--- src/rtl/pacc_pkg.sv ---
package pacc_pkg;

    localparam int ADDR_W = 2;

    localparam logic [ADDR_W-1:0] ADDR_CTRL  = 2'd0;
    localparam logic [ADDR_W-1:0] ADDR_COUNT = 2'd1;
    localparam logic [ADDR_W-1:0] ADDR_STAT  = 2'd2;

    typedef enum logic {
        MODE_EDGE  = 1'b0,
        MODE_GATED = 1'b1
    } acc_mode_e;

    // Packed from MSB to LSB: bit3 irq_en, bit2 invert, bit1 mode, bit0 run
    typedef struct packed {
        logic      irq_en;
        logic      invert;
        acc_mode_e mode;
        logic      run;
    } acc_ctrl_t;

    localparam int CTRL_W = $bits(acc_ctrl_t);

endpackage

--- src/rtl/pacc_sync.sv ---
module pacc_sync #(
    parameter int STAGES = 2
) (
    input  logic clk,
    input  logic rst_n,
    input  logic pin_async,
    output logic level,
    output logic rise,
    output logic fall
);

    logic [STAGES-1:0] chain_d, chain_q;
    logic              last_d, last_q;

    always_comb begin
        chain_d = {chain_q[STAGES-2:0], pin_async};
        last_d  = chain_q[STAGES-1];
    end

    always_ff @(posedge clk or negedge rst_n) begin
        if (!rst_n) begin
            chain_q <= '0;
            last_q  <= 1'b0;
        end else begin
            chain_q <= chain_d;
            last_q  <= last_d;
        end
    end

    assign level = chain_q[STAGES-1];
    assign rise  = level & ~last_q;
    assign fall  = ~level & last_q;

    // a detected rising transition lasts a single cycle
    a_r2_rise_one_cycle: assert property (@(posedge clk) disable iff (!rst_n)
        rise |=> !rise);

    // a detected falling transition lasts a single cycle
    a_r3_fall_one_cycle: assert property (@(posedge clk) disable iff (!rst_n)
        fall |=> !fall);

endmodule

--- src/rtl/pacc_qualifier.sv ---
module pacc_qualifier
    import pacc_pkg::*;
(
    input  logic      clk,
    input  logic      rst_n,
    input  acc_ctrl_t ctrl,
    input  logic      level,
    input  logic      rise,
    input  logic      fall,
    input  logic      tick_en,
    output logic      inc
);

    logic hit;

    always_comb begin
        unique case (ctrl.mode)
            MODE_EDGE:  hit = ctrl.invert ? fall : rise;
            MODE_GATED: hit = tick_en & (level ^ ctrl.invert);
            default:    hit = 1'b0;
        endcase
        inc = ctrl.run & hit;
    end

    // in gated mode an increment needs a tick and the active level
    a_r4_gated_needs_tick: assert property (@(posedge clk) disable iff (!rst_n)
        (inc && ctrl.mode == MODE_GATED) |-> (tick_en && (level != ctrl.invert)));

    // nothing is counted while run is clear
    a_r5_idle_no_inc: assert property (@(posedge clk) disable iff (!rst_n)
        !ctrl.run |-> !inc);

endmodule

--- src/rtl/pacc_regs.sv ---
module pacc_regs
    import pacc_pkg::*;
#(
    parameter int CNT_W = 8
) (
    input  logic              clk,
    input  logic              rst_n,
    input  logic              inc,
    input  logic [ADDR_W-1:0] reg_addr,
    input  logic              reg_wr,
    input  logic [CNT_W-1:0]  reg_wdata,
    output acc_ctrl_t         ctrl,
    output logic              ovf,
    output logic [CNT_W-1:0]  rdata
);

    localparam logic [CNT_W-1:0] CNT_TOP = '1;

    typedef struct packed {
        acc_ctrl_t        ctrl;
        logic [CNT_W-1:0] cnt;
        logic             ovf;
    } regs_t;

    regs_t regs_d, regs_q;
    logic  wr_ctrl, wr_cnt, wr_stat, clr_req, wrap;

    always_comb begin
        regs_d  = regs_q;
        wr_ctrl = reg_wr && (reg_addr == ADDR_CTRL);
        wr_cnt  = reg_wr && (reg_addr == ADDR_COUNT);
        wr_stat = reg_wr && (reg_addr == ADDR_STAT);
        clr_req = wr_stat && reg_wdata[0];
        wrap    = inc && !wr_cnt && (regs_q.cnt == CNT_TOP);

        if (wr_ctrl)
            regs_d.ctrl = acc_ctrl_t'(reg_wdata[CTRL_W-1:0]);

        if (wr_cnt)
            regs_d.cnt = reg_wdata;
        else if (inc)
            regs_d.cnt = regs_q.cnt + 1'b1;

        if (wrap)
            regs_d.ovf = 1'b1;
        else if (clr_req)
            regs_d.ovf = 1'b0;
    end

    always_ff @(posedge clk or negedge rst_n) begin
        if (!rst_n)
            regs_q <= '0;
        else
            regs_q <= regs_d;
    end

    always_comb begin
        rdata = '0;
        unique case (reg_addr)
            ADDR_CTRL:  rdata[CTRL_W-1:0] = regs_q.ctrl;
            ADDR_COUNT: rdata = regs_q.cnt;
            ADDR_STAT:  rdata[0] = regs_q.ovf;
            default:    rdata = '0;
        endcase
    end

    assign ctrl = regs_q.ctrl;
    assign ovf  = regs_q.ovf;

    // counting past the top value wraps to zero and raises the flag
    a_r6_wrap_sets_flag: assert property (@(posedge clk) disable iff (!rst_n)
        (inc && !wr_cnt && regs_q.cnt == CNT_TOP) |=> (regs_q.cnt == '0 && regs_q.ovf));

    // the flag only falls through a write of 1
    a_r8_flag_sticky: assert property (@(posedge clk) disable iff (!rst_n)
        (regs_q.ovf && !(wr_stat && reg_wdata[0])) |=> regs_q.ovf);

    // a count write beats a simultaneous increment
    a_r9_write_wins: assert property (@(posedge clk) disable iff (!rst_n)
        wr_cnt |=> (regs_q.cnt == $past(reg_wdata)));

    // a wrap beats a clear in the same cycle
    a_r10_set_beats_clear: assert property (@(posedge clk) disable iff (!rst_n)
        (inc && !wr_cnt && regs_q.cnt == CNT_TOP && wr_stat && reg_wdata[0]) |=> regs_q.ovf);

    // without an increment or a write the count holds
    a_r5_count_holds: assert property (@(posedge clk) disable iff (!rst_n)
        (!inc && !wr_cnt) |=> $stable(regs_q.cnt));

endmodule

--- src/rtl/pulse_accum.sv ---
module pulse_accum
    import pacc_pkg::*;
#(
    parameter int CNT_W       = 8,
    parameter int SYNC_STAGES = 2
) (
    input  logic              clk,
    input  logic              rst_n,
    input  logic              pin_in,
    input  logic              tick_en,
    input  logic [ADDR_W-1:0] reg_addr,
    input  logic              reg_wr,
    input  logic [CNT_W-1:0]  reg_wdata,
    output logic [CNT_W-1:0]  reg_rdata,
    output logic              irq
);

    logic      pin_level, pin_rise, pin_fall, do_inc, ovf_flag;
    acc_ctrl_t ctrl;

    pacc_sync #(.STAGES(SYNC_STAGES)) u_sync (
        .clk       (clk),
        .rst_n     (rst_n),
        .pin_async (pin_in),
        .level     (pin_level),
        .rise      (pin_rise),
        .fall      (pin_fall)
    );

    pacc_qualifier u_qual (
        .clk     (clk),
        .rst_n   (rst_n),
        .ctrl    (ctrl),
        .level   (pin_level),
        .rise    (pin_rise),
        .fall    (pin_fall),
        .tick_en (tick_en),
        .inc     (do_inc)
    );

    pacc_regs #(.CNT_W(CNT_W)) u_regs (
        .clk       (clk),
        .rst_n     (rst_n),
        .inc       (do_inc),
        .reg_addr  (reg_addr),
        .reg_wr    (reg_wr),
        .reg_wdata (reg_wdata),
        .ctrl      (ctrl),
        .ovf       (ovf_flag),
        .rdata     (reg_rdata)
    );

    assign irq = ovf_flag & ctrl.irq_en;

    // an interrupt is only ever raised with the flag set
    a_r7_irq_needs_flag: assert property (@(posedge clk) disable iff (!rst_n)
        irq |-> ovf_flag);

endmodule

--- config.mk ---
export PLATFORM = sky130hd
export DESIGN_NAME = pulse_accum
export DESIGN_NICKNAME = d
export VERILOG_FILES = /design/src/rtl/pacc_pkg.sv /design/src/rtl/pacc_sync.sv /design/src/rtl/pacc_qualifier.sv /design/src/rtl/pacc_regs.sv /design/src/rtl/pulse_accum.sv
export SDC_FILE = /design/constraint.sdc
export NUM_CORES = 1
export LEC_CHECK = 0
export CAP_MARGIN = 0
export CORE_AREA = 2 2 46 48
export CTS_CLUSTER_DIAMETER = 200
export CTS_CLUSTER_SIZE = 25
export DETAILED_ROUTE_END_ITERATION = 8
export DIE_AREA = 0 0 48 50
export PLACE_DENSITY = 0.81
export SLEW_MARGIN = 30
export SYNTH_ARGS = -nofsm -noshare
export SYNTH_HDL_FRONTEND = slang
export SYNTH_SLANG_ARGS = --single-unit
--- constraint.sdc ---
create_clock -name clk -period 4.4 [get_ports clk]
set_input_delay 0.88 -clock clk [delete_from_list [all_inputs] [get_ports clk]]
set_output_delay 0.88 -clock clk [all_outputs]
set_load 0.02 [all_outputs]
Yosys cells after proc, flatten, opt, wreduce, memory -nomap -nowiden
Cells that the tools add are included.

cells by class
  $add $sub $neg = 1
  equality and inequality tests = 3
  mux-type cells = 9
  bitwise gates (word level) = 9
  reduce and logical (&&, ||, !) cells = 10

operators by type and width
  kind                                            number
  2-to-1 mux 8 bit                                2
  adder 8 x 1 -> 8 bit (second input constant)    1
  == test 8 bit (second input constant)           1
  logical AND 1 bit                               6
  one-hot mux 3 bit (2 select lines)              1
  AND 1 bit                                       5
  2-to-1 mux 4 bit                                1
  nonzero test 2 bit                              2
  2-to-1 mux 1 bit                                3
  inverter 1 bit                                  3
  one-hot mux 1 bit (3 select lines)              1
  == test 2 x 1 -> 1 bit (second input constant)  1
  == test 2 bit (second input constant)           1
  logical NOT 2 bit                               1
  one-hot mux 1 bit (2 select lines)              1
  logical NOT 1 bit                               1
  XOR 1 bit                                       1

storage, ports and cells
  register bits after elaboration = 16
  input port bits = 15
  output and inout port bits = 9
  word-level logic and storage cells = 40

Logic depth before layout (Yosys ltp)
  word-level depth = 8
  mapped depth = 6
  mapped depth without buffers = 5

Cells and area by module
From an unflattened synthesis, not the netlist that was laid out.

second synthesis, totals
  cells, all modules = 95
  area, all modules = 898.4 µm²

modules (own cells, without submodules)
  module          instances  cells an instance  area an instance (µm²)
  pacc_regs       1          82                 763.2
  pacc_sync       1          5                  90.1
  pacc_qualifier  1          7                  38.8
  pulse_accum     1          1                  6.3

Least setup slack after synthesis
OpenSTA, ideal clock, no wires.

  kind = in2out
  from = in reg_addr[0]
  to = out reg_rdata[0]
  arrival = 1.681 ns
  slack = 1.839 ns
  cell stages on the path = 4
  buffers on the path = 1
  cell sequence = clkbuf_1 -> nor2b_1 -> nand2_1 -> o21ai_0

between the ends
  longest elaborated chain between the ends = 2
  elaborated cells between the ends (all ways) = 4
  classes of those cells = eq/ne: 2; mux: 1; reduce/logical: 1

ends and longest elaborated chain
  item                                         RTL line           RTL
  start, declared                              pulse_accum.sv:11  input logic [ADDR_W-1:0] reg_addr,
  == test 2 bit, or another cell as far along  pacc_regs.sv:59    unique case (reg_addr)
  one-hot mux 1 bit (3 select lines) *         pacc_regs.sv:59
  end, declared                                pulse_accum.sv:14  output logic [CNT_W-1:0] reg_rdata,

Every way passes the cells marked *; elsewhere a longest branch is shown, timed or not.

Worst setup path after layout
  from = in reg_addr[0]
  to = out reg_rdata[4]

between the ends
  longest elaborated chain between the ends = 2

ends and longest elaborated chain
  item                    RTL line
  == test 2 x 1 -> 1 bit  pacc_regs.sv:59
  2-to-1 mux 4 bit        pacc_regs.sv:59

No other way between the ends.

==> flow_summary.yaml <==
run_status:
  status: "finished clean"
final_layout:
  fin_nets: 139
  diodes: 0
  multiInputGateArea_um2: 482
  drive_gt1_share_pct: 7.44
  final_core_util_pct: 61.6
  num-fill-cells: 149
  stdcell_area_mm2: 0.00117
  seqCellArea_um2: 400
  synthToLayoutAreaGrowth_pct: 28.5
route:
  drt_iter0_drc: 18
  post_drt_wl_per_cell_um: 13.6
  totalWireLength_um: 2010
  via_per_inst: 5.79
  drc: 0
  drtPass1Iterations: 4
  vias: 857
  ant_nets: 0
sta:
  rsz0062_at_grt: "false"
  timing.hold.ws_ns: 0.362
  fmax_mhz: 285
  hold_viol_final: 0
  setup_viol: 0
  slew_violations: 0
  tightest_slew_ns: 0.722
  max_slew_margin_pct: 51.7
  setup_tns_ns: 0
  fin_crit_ns: 3.51
  clock_skew_ns: 0.00402
  setup_slack_ns: 0.890
  period_share_pct: 79.8
cts:
  cts_num_sinks: 16
  post_cts_buffers: 0
  cts_root_buf: "clkbuf_4"
  cts_inserted_buffers: 3
  cts_buffer_depth: 2
  htreeDepth: 1
  clk_pin_slew_worst_paths_ns: 0.09
  clock_latency_ns: 0.29
  cts_resized: 0
  hold_buffers: 0
  cts_tree: "yes"
synthesis:
  yosys.area.top_type_share_pct: 43.9
  ys_ff_latch: 16
  synthTopCellsByArea: "dfrtp_1 44%, o21ai_0 4.9%, a31oi_1 4.8%, nor2_1 4.5%, mux2i_1 4.4%"
  synthCells: 100
  synthFlopType: "dfrtp_1"
  yosysMostFrequentCell: "dfrtp_1"
  synth_area_um2: 912
  yosys_warnings: 0
  async_flop_share_pct: 100
  synth_seq_area_share_pct: 43.9
  yosysTopAreaCell: "dfrtp_1"
  synth_edf_count: 0
  synth_commonest_cells: "16 x dfrtp_1, 11 x nor2_1, 10 x nand2_1, 9 x o21ai_0, 7 x a31oi_1"
  yosys.cell_types.count: 27
  syn_area_per_cell_um2: 9.12
  synth_nets: 116
critical_path:
  path_max_fanout: 7
  timing.rr.start: "u_regs.ctrl[2]"
  critPathSlowestCell: "clkdlybuf4s50_1"
  timing.critical_path.from: "reg_addr[0]"
  end_kind: "primary output"
  cp_top_family: "buffers and inverters"
  cp_data_required_time_ns: 3.52
  path_buf_inv: 2
  critPathKind: "input pin to primary output"
  cpPeakStageDelay_ns: 0.60
  crit_arrival_ns: 2.63
  startpoint_type: "input pin"
  worstPathCellList: "clkdlybuf4s50_1 -> nor2b_1 -> and2_1 -> clkdlybuf4s50_1"
  crit_path_frequent_cell: "clkdlybuf4s50_1"
place:
  portBuffers: 23
  place_ws_ns: 0.882
  hpwl_um: 1520
  gp_congestion: 0.770
  post_dp_cell_area_mm2: 0.00115
floorplan:
  die_w_um: 48
  coreArea_mm2: 0.00190
  rows: 16
  start_util_pct: 48.0
  chipHeight_um: 50
  dieArea_mm2: 0.00240
  io_pins: 24
global_route:
  antenna_found_initial: 0
  grt_overflow: 0
  track_usage_pct: 20.4
  grt_max_degree: 17
  grt_pass1_vias: 854
  grt_pass1_wl_um: 3500
run:
  cap_violations: 0
pwr:
  cellPowerDensity_mw_per_mm2: 376
  leakage_nw: 0.453
  vdd_drop_max_mv: 0.207
worst_hold_path:
  hp-start: "u_sync.chain_q[0]"
  hp-class: "register to register"
-- report_power, final --
group	internal [W]	switching [W]
Clock	0.0000318	0.0000452
Sequential	0.000178	0.0000408
Combinational	0.0000738	0.0000711
-- sequential cells by signal, summed over array words and instances (netlist names) --
register and flops:
u_regs.ctrl 4, u_regs.ovf 1, u_sync.chain_q 2, u_sync.last_q 1, u_regs.regs_q 8
-- placed cells by master (no fill, tap or decap) --
cell and count:
inv_1 1, o31ai_1 2, dfrtp_1 16, nand4_1 2, nand4bb_1 1, o211a_2 1
or4b_4 1, nor2_1 11, o21ai_0 9, xnor2_1 1, and3_1 2, and2_1 6
clkdlybuf4s50_1 23, clkbuf_4 3, a21oi_1 1, nor2b_1 1, ha_1 1, or3_2 1
mux2i_1 4, o211ai_1 3, nand3_1 4, nand2b_1 2, a31oi_1 7, mux2_2 3
or4_1 1, nand2_1 10, or3_1 4
-- final timing paths --
| path | end | slack, ns | cells past startpoint |
|---|---|---|---|
| worst min register to register | u_sync.chain_q[1] | 0.36 | 0 |
| min in group asynchronous | u_regs.regs_q[6] | 1.02 | 1 |
| worst max register to register | u_regs.regs_q[8] | 2.43 | 4 |
| max in group asynchronous | u_regs.ctrl[0] | 2.93 | 1 |
| worst min-delay path | u_sync.chain_q[1] | 0.36 | 0 |
| worst max-delay path | reg_rdata[4] | 0.89 | 4 |
-- metal layers --
metal | track usage (%) | routed length [um] | up-vias
li1 | - | - | 407
met1 | 23.7 | 879 | 422
met2 | 32.4 | 1000 | 22
met3 | 4.03 | 73 | 6
met4 | 12.6 | 55 | 0
met5 | 0 | 0 | -
-- metrics by stage --
stage | instances | total power (W)
after floorplan | 100 | 0.000308
after global placement | 145 | 0.000359
after detailed placement | 145 | 0.000365
after CTS | 148 | 0.000443
after global routing | 148 | 0.000473
final | 148 | 0.000441
-- logic make-up (layout without fill, tap and decap cells) --
group                      after synthesis  in the layout  synth area share, %
muxes                                    7              7                 8.09
DFF                                     16             16                 43.9
buffers and inverters                    6             27                 3.29
adders and majority gates                1              1                 1.37
and+or+nand+nor                         46             46                 26.9
xor gates and xnor gates                 1              1                0.960
AOI/OAI and AO/OA                       23             23                 15.5
-- area by class of cell --
type                       instances  area share [%]
sequential                        16            34.2
multi-input combinational         78            41.1
clock buffer                       3            1.92
inverter                           1           0.320
timing repair buffer              23            19.6
tap                               27            2.88
Power figures use the tool's default switching activity.
